==> config.mk <==
export PLATFORM = sky130hd
export DESIGN_NAME = pci_cfg_space
export DESIGN_NICKNAME = d
export VERILOG_FILES = /design/src/rtl/cfg_hdr_pkg.sv /design/src/rtl/cfg_cmd_stat.sv /design/src/rtl/cfg_bist_seq.sv /design/src/rtl/cfg_misc_regs.sv /design/src/rtl/cfg_rd_mux.sv /design/src/rtl/pci_cfg_space.sv
export SDC_FILE = /design/constraint.sdc
export NUM_CORES = 1
export LEC_CHECK = 0
export CAP_MARGIN = 10
export CORE_UTILIZATION = 54
export CTS_CLUSTER_DIAMETER = 200
export DETAILED_ROUTE_END_ITERATION = 8
export PLACE_DENSITY = 0.85
export SYNTH_ARGS = -nofsm -noshare
export SYNTH_HDL_FRONTEND = slang
export SYNTH_SLANG_ARGS = --single-unit
export TNS_END_PERCENT = 50
==> constraint.sdc <==
create_clock -name clk -period 4.02 [get_ports clk]
set_input_delay 0.402 -clock clk [delete_from_list [all_inputs] [get_ports clk]]
set_output_delay 0.402 -clock clk [all_outputs]
set_load 0.01 [all_outputs]
==> src/rtl/cfg_hdr_pkg.sv <==
package cfg_hdr_pkg;

    localparam int IDX_W = 4;
    localparam int DW    = 32;

    localparam logic [IDX_W-1:0] IX_IDENT   = 4'd0;
    localparam logic [IDX_W-1:0] IX_CMDSTAT = 4'd1;
    localparam logic [IDX_W-1:0] IX_CLASS   = 4'd2;
    localparam logic [IDX_W-1:0] IX_TIMING  = 4'd3;
    localparam logic [IDX_W-1:0] IX_INTR    = 4'd15;

    localparam logic [3:0] BIST_FAIL_CODE = 4'hF;

    typedef struct packed {
        logic par_det;
        logic serr_sent;
        logic mabort_rcvd;
        logic tabort_rcvd;
        logic tabort_sent;
        logic dpar_rep;
    } err_flags_t;

    typedef struct packed {
        logic       b2b_en;
        logic       serr_en;
        logic       step_en;
        logic       par_resp;
        logic       pal_snoop;
        logic       mwi_en;
        logic       spc_en;
        logic       master;
        logic       mem;
        logic       io;
    } cmd_bits_t;

    typedef struct packed {
        logic              we;
        logic [IDX_W-1:0]  idx;
        logic [3:0]        be;
        logic [DW-1:0]     data;
    } wr_req_t;

    function automatic logic [15:0] status_word(
        input err_flags_t f,
        input logic [1:0] devsel,
        input logic       fbb,
        input logic       udf,
        input logic       m66
    );
        logic [15:0] s;
        s       = '0;
        s[15]   = f.par_det;
        s[14]   = f.serr_sent;
        s[13]   = f.mabort_rcvd;
        s[12]   = f.tabort_rcvd;
        s[11]   = f.tabort_sent;
        s[10:9] = devsel;
        s[8]    = f.dpar_rep;
        s[7]    = fbb;
        s[6]    = udf;
        s[5]    = m66;
        return s;
    endfunction

    function automatic err_flags_t clear_mask(input wr_req_t w);
        err_flags_t m;
        m = '0;
        if (w.we && w.idx == IX_CMDSTAT && w.be[3]) begin
            m.par_det     = w.data[31];
            m.serr_sent   = w.data[30];
            m.mabort_rcvd = w.data[29];
            m.tabort_rcvd = w.data[28];
            m.tabort_sent = w.data[27];
            m.dpar_rep    = w.data[24];
        end
        return m;
    endfunction

endpackage

==> src/rtl/cfg_cmd_stat.sv <==
module cfg_cmd_stat
    import cfg_hdr_pkg::*;
(
    input  logic       clk,
    input  logic       rst,
    input  wr_req_t    wr,
    input  err_flags_t events,
    output cmd_bits_t  cmd,
    output err_flags_t flags
);
    logic hit;
    assign hit = wr.we && (wr.idx == IX_CMDSTAT);

    always_ff @(posedge clk) begin
        if (rst) begin
            cmd <= '0;
        end else if (hit) begin
            if (wr.be[0]) cmd[7:0] <= wr.data[7:0];
            if (wr.be[1]) cmd[9:8] <= wr.data[9:8];
        end
    end

    err_flags_t clr;
    assign clr = clear_mask(wr);

    always_ff @(posedge clk) begin
        if (rst) flags <= '0;
        else     flags <= (flags & ~clr) | events;
    end
endmodule

==> src/rtl/cfg_bist_seq.sv <==
module cfg_bist_seq #(
    parameter bit BIST_CAPABLE = 1'b1,
    parameter int BIST_TIMEOUT = 66_000_000
) (
    input  logic       clk,
    input  logic       rst,
    input  logic       start_req,
    input  logic       done,
    input  logic [3:0] result,
    output logic       running,
    output logic [3:0] code
);
    localparam int TW = $clog2(BIST_TIMEOUT + 1);
    localparam logic [TW-1:0] LAST = TW'(BIST_TIMEOUT - 1);

    generate
        if (BIST_CAPABLE) begin : g_bist
            logic [TW-1:0] cnt;
            always_ff @(posedge clk) begin
                if (rst) begin
                    running <= 1'b0;
                    code    <= '0;
                    cnt     <= '0;
                end else if (!running) begin
                    if (start_req) begin
                        running <= 1'b1;
                        cnt     <= '0;
                    end
                end else if (done) begin
                    running <= 1'b0;
                    code    <= result;
                end else if (cnt == LAST) begin
                    running <= 1'b0;
                    code    <= cfg_hdr_pkg::BIST_FAIL_CODE;
                end else begin
                    cnt <= cnt + 1'b1;
                end
            end
        end else begin : g_nobist
            assign running = 1'b0;
            assign code    = 4'h0;
        end
    endgenerate
endmodule

==> src/rtl/cfg_misc_regs.sv <==
module cfg_misc_regs
    import cfg_hdr_pkg::*;
(
    input  logic       clk,
    input  logic       rst,
    input  wr_req_t    wr,
    output logic [7:0] cache_line,
    output logic [7:0] lat_timer,
    output logic [7:0] irq_line
);
    always_ff @(posedge clk) begin
        if (rst) begin
            cache_line <= '0;
            lat_timer  <= '0;
            irq_line   <= '0;
        end else if (wr.we) begin
            if (wr.idx == IX_TIMING) begin
                if (wr.be[0]) cache_line <= wr.data[7:0];
                if (wr.be[1]) lat_timer  <= wr.data[15:8];
            end
            if (wr.idx == IX_INTR && wr.be[0]) irq_line <= wr.data[7:0];
        end
    end
endmodule

==> src/rtl/cfg_rd_mux.sv <==
module cfg_rd_mux
    import cfg_hdr_pkg::*;
#(
    parameter logic [15:0] VENDOR_ID    = 16'h0000,
    parameter logic [15:0] DEVICE_ID    = 16'h0000,
    parameter logic [7:0]  REVISION     = 8'h00,
    parameter logic [23:0] CLASS_CODE   = 24'h000000,
    parameter logic [1:0]  DEVSEL_SPEED = 2'b00,
    parameter bit          FAST_B2B_CAP = 1'b0,
    parameter bit          UDF_CAP      = 1'b0,
    parameter bit          CAP_66MHZ    = 1'b0,
    parameter bit          BIST_CAPABLE = 1'b1,
    parameter logic [7:0]  MIN_GRANT    = 8'h00,
    parameter logic [7:0]  MAX_LATENCY  = 8'h00
) (
    input  logic [IDX_W-1:0] idx,
    input  cmd_bits_t        cmd,
    input  err_flags_t       flags,
    input  logic [7:0]       cache_line,
    input  logic [7:0]       lat_timer,
    input  logic [7:0]       irq_line,
    input  logic             bist_run,
    input  logic [3:0]       bist_code,
    output logic [DW-1:0]    dword
);
    localparam logic [7:0] HDR_TYPE = 8'h00;
    localparam logic [7:0] IRQ_PIN  = 8'h01;

    logic [7:0] bist_byte;
    assign bist_byte = {BIST_CAPABLE, bist_run, 2'b00, bist_code};

    always_comb begin
        dword = '0;
        unique case (idx)
            IX_IDENT:   dword = {DEVICE_ID, VENDOR_ID};
            IX_CMDSTAT: dword = {status_word(flags, DEVSEL_SPEED, FAST_B2B_CAP,
                                             UDF_CAP, CAP_66MHZ),
                                 6'b000000, cmd};
            IX_CLASS:   dword = {CLASS_CODE, REVISION};
            IX_TIMING:  dword = {bist_byte, HDR_TYPE, lat_timer, cache_line};
            IX_INTR:    dword = {MAX_LATENCY, MIN_GRANT, IRQ_PIN, irq_line};
            default:    dword = '0;
        endcase
    end
endmodule

==> src/rtl/pci_cfg_space.sv <==
module pci_cfg_space
    import cfg_hdr_pkg::*;
#(
    parameter logic [15:0] VENDOR_ID    = 16'h1234,
    parameter logic [15:0] DEVICE_ID    = 16'h5678,
    parameter logic [7:0]  REVISION     = 8'h01,
    parameter logic [23:0] CLASS_CODE   = 24'hFF0000,
    parameter logic [1:0]  DEVSEL_SPEED = 2'b00,
    parameter bit          FAST_B2B_CAP = 1'b0,
    parameter bit          UDF_CAP      = 1'b0,
    parameter bit          CAP_66MHZ    = 1'b0,
    parameter bit          BIST_CAPABLE = 1'b1,
    parameter int          BIST_TIMEOUT = 66_000_000,
    parameter logic [7:0]  MIN_GRANT    = 8'h00,
    parameter logic [7:0]  MAX_LATENCY  = 8'h00
) (
    input  logic        clk,
    input  logic        rst,
    input  logic [3:0]  cfg_idx,
    input  logic        cfg_wr,
    input  logic [3:0]  cfg_be,
    input  logic [31:0] cfg_wdata,
    output logic [31:0] cfg_rdata,
    input  logic        ev_par_det,
    input  logic        ev_serr_sent,
    input  logic        ev_mabort_rcvd,
    input  logic        ev_tabort_rcvd,
    input  logic        ev_tabort_sent,
    input  logic        ev_dpar_rep,
    input  logic        bist_done,
    input  logic [3:0]  bist_result,
    output logic        bist_go,
    output logic        en_io,
    output logic        en_mem,
    output logic        en_master,
    output logic        en_par_resp,
    output logic        en_serr
);
    wr_req_t    wr;
    err_flags_t events;
    cmd_bits_t  cmd;
    err_flags_t flags;
    logic [7:0] cache_line, lat_timer, irq_line;
    logic [3:0] bist_code;
    logic [DW-1:0] rd_next;
    logic       start_req;

    assign wr = '{we: cfg_wr, idx: cfg_idx, be: cfg_be, data: cfg_wdata};

    assign events = '{par_det: ev_par_det, serr_sent: ev_serr_sent,
                      mabort_rcvd: ev_mabort_rcvd, tabort_rcvd: ev_tabort_rcvd,
                      tabort_sent: ev_tabort_sent, dpar_rep: ev_dpar_rep};

    assign start_req = cfg_wr && (cfg_idx == IX_TIMING) && cfg_be[3] && cfg_wdata[30];

    cfg_cmd_stat u_cmd_stat (
        .clk    (clk),
        .rst    (rst),
        .wr     (wr),
        .events (events),
        .cmd    (cmd),
        .flags  (flags)
    );

    cfg_bist_seq #(
        .BIST_CAPABLE (BIST_CAPABLE),
        .BIST_TIMEOUT (BIST_TIMEOUT)
    ) u_bist (
        .clk       (clk),
        .rst       (rst),
        .start_req (start_req),
        .done      (bist_done),
        .result    (bist_result),
        .running   (bist_go),
        .code      (bist_code)
    );

    cfg_misc_regs u_misc (
        .clk        (clk),
        .rst        (rst),
        .wr         (wr),
        .cache_line (cache_line),
        .lat_timer  (lat_timer),
        .irq_line   (irq_line)
    );

    cfg_rd_mux #(
        .VENDOR_ID    (VENDOR_ID),
        .DEVICE_ID    (DEVICE_ID),
        .REVISION     (REVISION),
        .CLASS_CODE   (CLASS_CODE),
        .DEVSEL_SPEED (DEVSEL_SPEED),
        .FAST_B2B_CAP (FAST_B2B_CAP),
        .UDF_CAP      (UDF_CAP),
        .CAP_66MHZ    (CAP_66MHZ),
        .BIST_CAPABLE (BIST_CAPABLE),
        .MIN_GRANT    (MIN_GRANT),
        .MAX_LATENCY  (MAX_LATENCY)
    ) u_rd_mux (
        .idx        (cfg_idx),
        .cmd        (cmd),
        .flags      (flags),
        .cache_line (cache_line),
        .lat_timer  (lat_timer),
        .irq_line   (irq_line),
        .bist_run   (bist_go),
        .bist_code  (bist_code),
        .dword      (rd_next)
    );

    always_ff @(posedge clk) begin
        if (rst) cfg_rdata <= '0;
        else     cfg_rdata <= rd_next;
    end

    assign en_io       = cmd.io;
    assign en_mem      = cmd.mem;
    assign en_master   = cmd.master;
    assign en_par_resp = cmd.par_resp;
    assign en_serr     = cmd.serr_en;

    initial begin
        if (DEVSEL_SPEED == 2'b11)
            $error("DEVSEL_SPEED 2'b11 is reserved");
    end
endmodule

==> results of run 1 <==
-- critical path, cell delays in order, from the launching register on --
cell and delay, ps:
dfxtp_1 360, or4b_1 590, nor4_4 330, a211o_1 610, nand3_4 320, a31oi_1 270
-- cell type report --
cell class | count | area, um2 | area share
Clock inverter | 6 | 70.1 | 0.0137
Multi-Input combinational cell | 317 | 2000 | 0.391
Clock buffer | 9 | 124 | 0.0243
Timing Repair Buffer | 85 | 823 | 0.161
Sequential cell | 96 | 1920 | 0.377
Tap cell | 99 | 124 | 0.0243
Inverter | 11 | 41.3 | 0.00810
-- cell usage after synthesis, types with 4 or more instances --
master | n | area [um2]
a21oi_1 | 34 | 170
a222oi_1 | 6 | 60.1
a22oi_1 | 6 | 45.0
a31oi_1 | 15 | 93.8
and2_1 | 8 | 50.1
and3_1 | 8 | 50.1
buf_2 | 5 | 25.0
buf_4 | 7 | 52.6
clkbuf_1 | 15 | 56.3
dfxtp_1 | 96 | 1920
inv_1 | 11 | 41.3
mux2i_1 | 35 | 350
nand2_1 | 34 | 128
nand2b_1 | 8 | 50.1
nand3_1 | 10 | 50.1
nand4_1 | 13 | 81.3
nor2_1 | 64 | 240
nor3_1 | 5 | 25.0
nor4_1 | 4 | 25.0
o21ai_0 | 8 | 40.0
o221a_2 | 4 | 45.0
-- logic make-up after synthesis --
group           Yosys count
compound gates           98
fa+ha+maj                 1
buf+inv                  42
flops                    96
mux                      35
other cells               1
simple gates            179
-- layout by cell type (no fill, tap or decap), drive strengths merged, types with 9 or more instances in the layout --
master / n
mux2i: 35
and2: 9
dfxtp: 96
o21ai: 11
nand4: 13
buf: 10
clkbuf: 9
inv: 12
nand2: 35
nor2: 64
a31oi: 15
clkdlybuf4s50: 75
nand3: 11
a21oi: 34
-- worst max-delay path by stage --
stage | cells past startpoint | endpoint | slack, ps | startpoint
floorplan | 7 | u_bist.g_bist.cnt[10]$_SDFFE_PP0P_ | 2050 | u_bist.g_bist.cnt[8]$_SDFFE_PP0P_
global placement | 8 | u_misc.irq_line[7]$_SDFFE_PP0P_ | 1340 | cfg_idx[1]
detailed placement | 8 | u_misc.irq_line[6]$_SDFFE_PP0P_ | 1300 | cfg_idx[1]
CTS | 5 | u_bist.g_bist.cnt[3]$_SDFFE_PP0P_ | 1500 | u_bist.g_bist.cnt[8]$_SDFFE_PP0P_
global route | 6 | u_bist.g_bist.cnt[3]$_SDFFE_PP0P_ | 1260 | u_bist.g_bist.cnt[0]$_SDFFE_PP0P_
finish | 5 | u_bist.g_bist.cnt[3]$_SDFFE_PP0P_ | 1460 | u_bist.g_bist.cnt[8]$_SDFFE_PP0P_
-- power by group --
part | total, uW | internal, uW | switching (uW)
logic | 118 | 58.9 | 59.5
registers | 965 | 960 | 4.97
clock network | 628 | 287 | 340
total | 1710 | 1310 | 405
-- registers in the layout (all words and copies together) (netlist names) --
signal,flops
cfg_rdata,25
u_misc.cache_line,8
u_bist.code,4
u_bist.g_bist.cnt,26
u_bist.running,1
u_misc.irq_line,8
u_cmd_stat.flags,6
u_cmd_stat.cmd,10
u_misc.lat_timer,8
-- per-stage QoR --
stage	setup slack, ps	instance area (um2)	total power [uW]
floorplan	2050	4130	1040
global placement	1340	4910	1100
detailed placement	1300	4910	1100
CTS	1500	5100	1720
global route	1260	5100	1780
finish	1460	5100	1710
-- routing by layer --
metal | up-vias | wire length, um | GRT usage
met2 | 153 | 4820 | 0.419
met1 | 1683 | 4410 | 0.348
met3 | 17 | 702 | 0.0508
met5 | - | 0 | 0
li1 | 1765 | - | -
met4 | 0 | 165 | 0.101
==> summary.txt, run 1 <==
Clocking
  • CTS tree: yes
  • Total CTS buffers: 9
  • Worst-skew pair later-pin latency: 360 ps
  • Clk root buf: clkbuf_8
  • CTS Hold Buffers Added: 0
  • Clock Path Buffers: 2
  • Worst-path clk slew: 90 ps
  • Clock sinks: 96
  • Htree depth: 3
  • PostCTS Resize Cnt: 0
  • Setup bufs post-CTS: 0

Worst setup path
  • Crit path DAT: 2830 ps
  • Worst r2r src: u_bist.g_bist.cnt[8]$_SDFFE_PP0P_
  • Worst R2R Setup Slack: 1460 ps
  • Crit. End Element: flip-flop
  • Max Fanout on Critical Path: 18
  • R2r worst-path depth: 5
  • Kind of critical path: flip-flop to flip-flop
  • Startpoint types: flip-flop
  • Worst flop-to-flop path endpoint: u_bist.g_bist.cnt[3]$_SDFFE_PP0P_
  • Req. time, crit path: 4290 ps

Status
  • Run status: finished, final reports clean

Timing
  • RSZ-0062 raised after global routing: no
  • Slew Viols, Final: 0
  • Final setup fails: 0
  • Hold_ws: 464 ps
  • Crit path time final: 2560 ps
  • Count of final hold-check violations: 0
  • Actual slew at the worst max-slew pin: 1020 ps
  • Final period utilization: 0.636
  • Final Skew: 8.50 ps
  • Max Clk Rate: 0.391 GHz
  • Max_slew headroom: 0.322
  • TNS Setup: 0 ps

Yosys
  • Sequential area share after synthesis: 0.467
  • Synth Area in Adders: 0.00304
  • Ys flop type: dfxtp_1
  • Post-Synthesis Cells: 452
  • Post-Synth Simple-Gate Area: 0.226
  • Post-synthesis mux area share: 0.0851
  • Register bit total from synthesis: 96
  • Synth Area in Compound Gates: 0.167
  • Post-synth EDFFs: 0
  • Syn. warnings: 0
  • Combinational family with the most area after synthesis: simple AND/OR/NAND/NOR gates
  • Synth Area in XOR/XNOR: 0
  • Mean post-synth cell area: 9.11 um2
  • Synthesized area: 4120 um2
  • Post-synthesis cell type count: 58
  • Post-synth ARST share: 0

Cells and area
  • Filler cells: 556
  • Net count, final: 575
  • Proportion of layout cells with a drive suffix above 1: 0.0802
  • Diode count: 0
  • Synthesis-to-finish area growth: 23.8%
  • Final core utilization: 0.696
  • Non-Filler Instances: 623

Drt
  • Routed len/inst: 16.2 um
  • Final WL: 10100 um
  • Final ANT Viol Nets: 0
  • Vias: 3618
  • Drt initial violations: 252
  • Via density: 5.81
  • DR pass1 iterations: 4
  • Drc violations: 0

Global routing
  • Largest net degree at the start of global routing: 56
  • Vias in the first global route: 3322
  • Global Route Usage Sum: 0.261
  • GRT overflow: 0
  • First-pass GRT wire length: 15900 um
  • Number of antenna violations at the first check in global routing: 0

Min path
  • Hold EP: cfg_rdata[14]$_SDFF_PP0_
  • Critical hold path startpoint: u_misc.lat_timer[6]$_SDFFE_PP0P_
  • Hold depth: 1
  • Hold Crit Class: flip-flop to flip-flop

Floorplanning
  • IO Count: 92
  • Die Ht: 89.3 um
  • Die Wd: 89.3 um
  • Starting Density: 0.562
  • Die area: 7980 um2
  • Core ar.: 7330 um2
  • Rows: 31

Placed design
  • Port Buf Inserts: 76
  • Placed cells: 608
  • HPWL Detailed: 6950 um
  • Placer Congestion: 0.899

Power and ir drop
  • Pwr dens: 336 nW/um2
  • Leak: 0.00172 uW
  • Peak supply drop: 0.000151 V

Run
  • Max Cap Viol: 0
(Power assumes the default switching activity.)
==> run 2: changes to the inputs <==
- CORE_UTILIZATION: 54 -> 45
- PLACE_DENSITY: 0.85 -> 0.75
- clock period: 4.02 -> 2.1 ns (I/O delays scaled with it)
==> summary.txt, run 2 (synthesis gave the netlist of run 1 again) <==
Status
  • Run status: complete, but fails checks (was finished, final reports clean)
  • Failing checks: DRC

Global routing
  • GRT overflow: 0 (unchanged)
  • First-pass GRT wire length: 18000 um (was 15900 um)
  • Vias in the first global route: 3842 (was 3322)
  • Number of antenna violations at the first check in global routing: 0 (unchanged)
  • Largest net degree at the start of global routing: 44 (was 56)
  • Global Route Usage Sum: 0.235 (was 0.261)

Worst setup path
  • WP depth: 7 (was 5)
  • Crit path DAT: 2330 ps (was 2830 ps)
  • R2r worst-path depth: 7 (was 5)
  • Req. time, crit path: 2370 ps (was 4290 ps)
  • Max Fanout on Critical Path: 8 (was 18)
  • Launch point of the worst path: u_bist.g_bist.cnt[11]$_SDFFE_PP0P_ (was u_bist.g_bist.cnt[8]$_SDFFE_PP0P_)
  • Top delay family on crit path: simple AND/OR/NAND/NOR gates (unchanged)
  • CP max-delay cell: or4bb_4 (was a211o_1)
  • Kind of critical path: flip-flop to flip-flop (unchanged)
  • Cells along the critical path: or4bb_4, nor3_4, buf_4, a211o_1, buf_4, nand2_2, a311oi_2 (was or4b_1, nor4_4, a211o_1, nand3_4, a31oi_1)
  • Startpoint types: flip-flop (unchanged)
  • Crit. End Element: flip-flop (unchanged)
  • WP buf/inv: 2 (was 0)
  • Largest stage delay, worst path: 550 ps (was 610 ps)
  • Most used cell, CP: buf_4
  • Worst r2r src: u_bist.g_bist.cnt[11]$_SDFFE_PP0P_ (was u_bist.g_bist.cnt[8]$_SDFFE_PP0P_)

Placed design
  • HPWL Detailed: 7760 um (was 6950 um)
  • Placed instance area: 5330 um2 (was 4910 um2)
  • Port Buf Inserts: 76 (unchanged)
  • Setup Slack @ Placement: -114 ps (was 1300 ps)
  • Placer Congestion: 0.883 (was 0.899)

Min path
  • Critical hold path startpoint: rst (was u_misc.lat_timer[6]$_SDFFE_PP0P_)
  • Hold Crit Class: input pin to flip-flop (was flip-flop to flip-flop)
  • Hold depth: 4 (was 1)

Drt
  • Via density: 5.71 (was 5.81)
  • Drt initial violations: 207 (was 252)
  • Routed len/inst: 16.0 um (was 16.2 um)
  • Vias: 3926 (was 3618)
  • Final WL: 11000 um (was 10100 um)
  • Drc violations: 18 (was 0)
  • Final ANT Viol Nets: 0 (unchanged)
  • DR pass1 iterations: 8 (was 4)

Clocking
  • Worst-skew pair later-pin latency: 360 ps (about the same)
  • Clk root buf: clkbuf_8 (unchanged)
  • Clock Path Buffers: 2 (unchanged)
  • Clock sinks: 96 (unchanged)
  • Total CTS buffers: 9 (unchanged)
  • CTS tree: yes (unchanged)
  • CTS Hold Buffers Added: 0 (unchanged)
  • Worst-path clk slew: 90 ps (about the same)
  • Htree depth: 3 (unchanged)

Timing
  • Worst setup margin: 39.3 ps (was 1460 ps)
  • Actual slew at the worst max-slew pin: 596 ps (was 1020 ps)
  • Final period utilization: 0.981 (was 0.636)
  • Hold_ws: 254 ps (was 464 ps)
  • Final Skew: 11.7 ps (was 8.50 ps)
  • Count of final hold-check violations: 0 (unchanged)
  • Max_slew headroom: 0.603 (was 0.322)
  • Crit path time final: 2060 ps (was 2560 ps)
  • TNS Setup: 0 ps (unchanged)
  • Final setup fails: 0 (unchanged)
  • Max Clk Rate: 0.485 GHz (was 0.391 GHz)
  • Slew Viols, Final: 0 (unchanged)
  • RSZ-0062 raised after global routing: yes (was no)

Floorplanning
  • Rows: 34 (was 31)
  • Core ar.: 8810 um2 (was 7330 um2)
  • Die Ht: 97.7 um (was 89.3 um)
  • IO Count: 92 (unchanged)
  • Starting Density: 0.468 (was 0.562)
  • Die Wd: 97.7 um (was 89.3 um)
  • Die area: 9540 um2 (was 7980 um2)

Cells and area
  • Most common cell after layout, fill and taps aside: dfxtp_1 (unchanged)
  • Finished Cell Area: 5650 um2 (was 5100 um2)
  • Synthesis-to-finish area growth: 37.2% (was 23.8%)
  • Diode count: 0 (unchanged)
  • Filler cells: 697 (was 556)
  • Final core utilization: 0.642 (was 0.696)
  • Net count, final: 630 (was 575)
  • Max FFs per register: 26 (unchanged)
  • Most flop-heavy register: u_bist.g_bist.cnt (unchanged)
  • Proportion of layout cells with a drive suffix above 1: 0.193 (was 0.0802)
  • Largest registers: u_bist.g_bist.cnt (26), cfg_rdata (25), u_cmd_stat.cmd (10) (unchanged)
  • Most frequent cells in the layout: dfxtp_1, clkdlybuf4s50_1, nor2_1 (unchanged)

Run
  • Max Cap Viol: 0 (unchanged)

Power and ir drop
  • Pwr dens: 578 nW/um2 (was 336 nW/um2)
  • Leak: 0.00206 uW (was 0.00172 uW)
  • Peak supply drop: 0.000307 V (was 0.000151 V)
run 2: changes by cell type in the layout (fill, tap and decap cells not counted), sizes merged:
cell,previous run,this run
nand3,11,12
bufinv,1,0
clkbuf,9,10
inv,12,15
clkinvlp,3,1
buf,10,64
run 2: where the power goes:
group | leakage [uW] | internal [uW] | total (uW) | switching (uW)
clock network | 0.0000973 | 490 | 1170 | 680
logic | 0.00118 | 130 | 251 | 121
registers | 0.000778 | 1840 | 1850 | 8.79
run 2: layer usage:
metal / routed length (um) / global-route usage
met4: 255 / 0.115
met5: 0 / 0
met2: 5320 / 0.392
met3: 676 / 0.0302
met1: 4770 / 0.299
run 2: worst paths after layout:
| check | end | slack [ps] |
|---|---|---|
| setup reg to reg | u_bist.g_bist.cnt[10]$_SDFFE_PP0P_ | 40 |
| hold reg to reg | cfg_rdata[13]$_SDFF_PP0_ | 470 |
| setup / recovery | u_bist.g_bist.cnt[10]$_SDFFE_PP0P_ | 40 |
| hold / removal | u_bist.g_bist.cnt[11]$_SDFFE_PP0P_ | 250 |
run 2: cell type report:
| class | instances | area, um2 | share of cell area |
|---|---|---|---|
| multi-input combinational | 318 | 2110 | 0.373 |
| clock buffer | 10 | 138 | 0.0244 |
| inverter | 11 | 41.3 | 0.00731 |
| clock inverter | 6 | 56.3 | 0.00996 |
| timing repair buffer | 139 | 1240 | 0.220 |
| tap | 108 | 135 | 0.0239 |
| sequential | 96 | 1930 | 0.341 |
run 2: what timing repair did:
item / in CTS / in global routing
gates cloned: 1 / 0
gates resized for setup: 8 / 13
pin swaps: 3 / 5
setup buffers: 1 / 0
setup endpoints to repair: 16 / 22
run 2: worst register-to-register path, delay by kind of cell, from the launching register on:
kind                   cells  cell delay [ps]
buffers and inverters      2              350
AO/OA/AOI/OAI              2              420
flip-flops                 1              330
AND/OR/NAND/NOR            3              870
run 2: metrics by stage:
step / total power [uW] / cells
2_1_floorplan: 1990 / 455
3_3_place_gp: 2130 / 670
3_5_place_dp: 2130 / 670
4_1_cts: 3290 / 688
5_1_grt: 3390 / 688
6_report: 3270 / 688
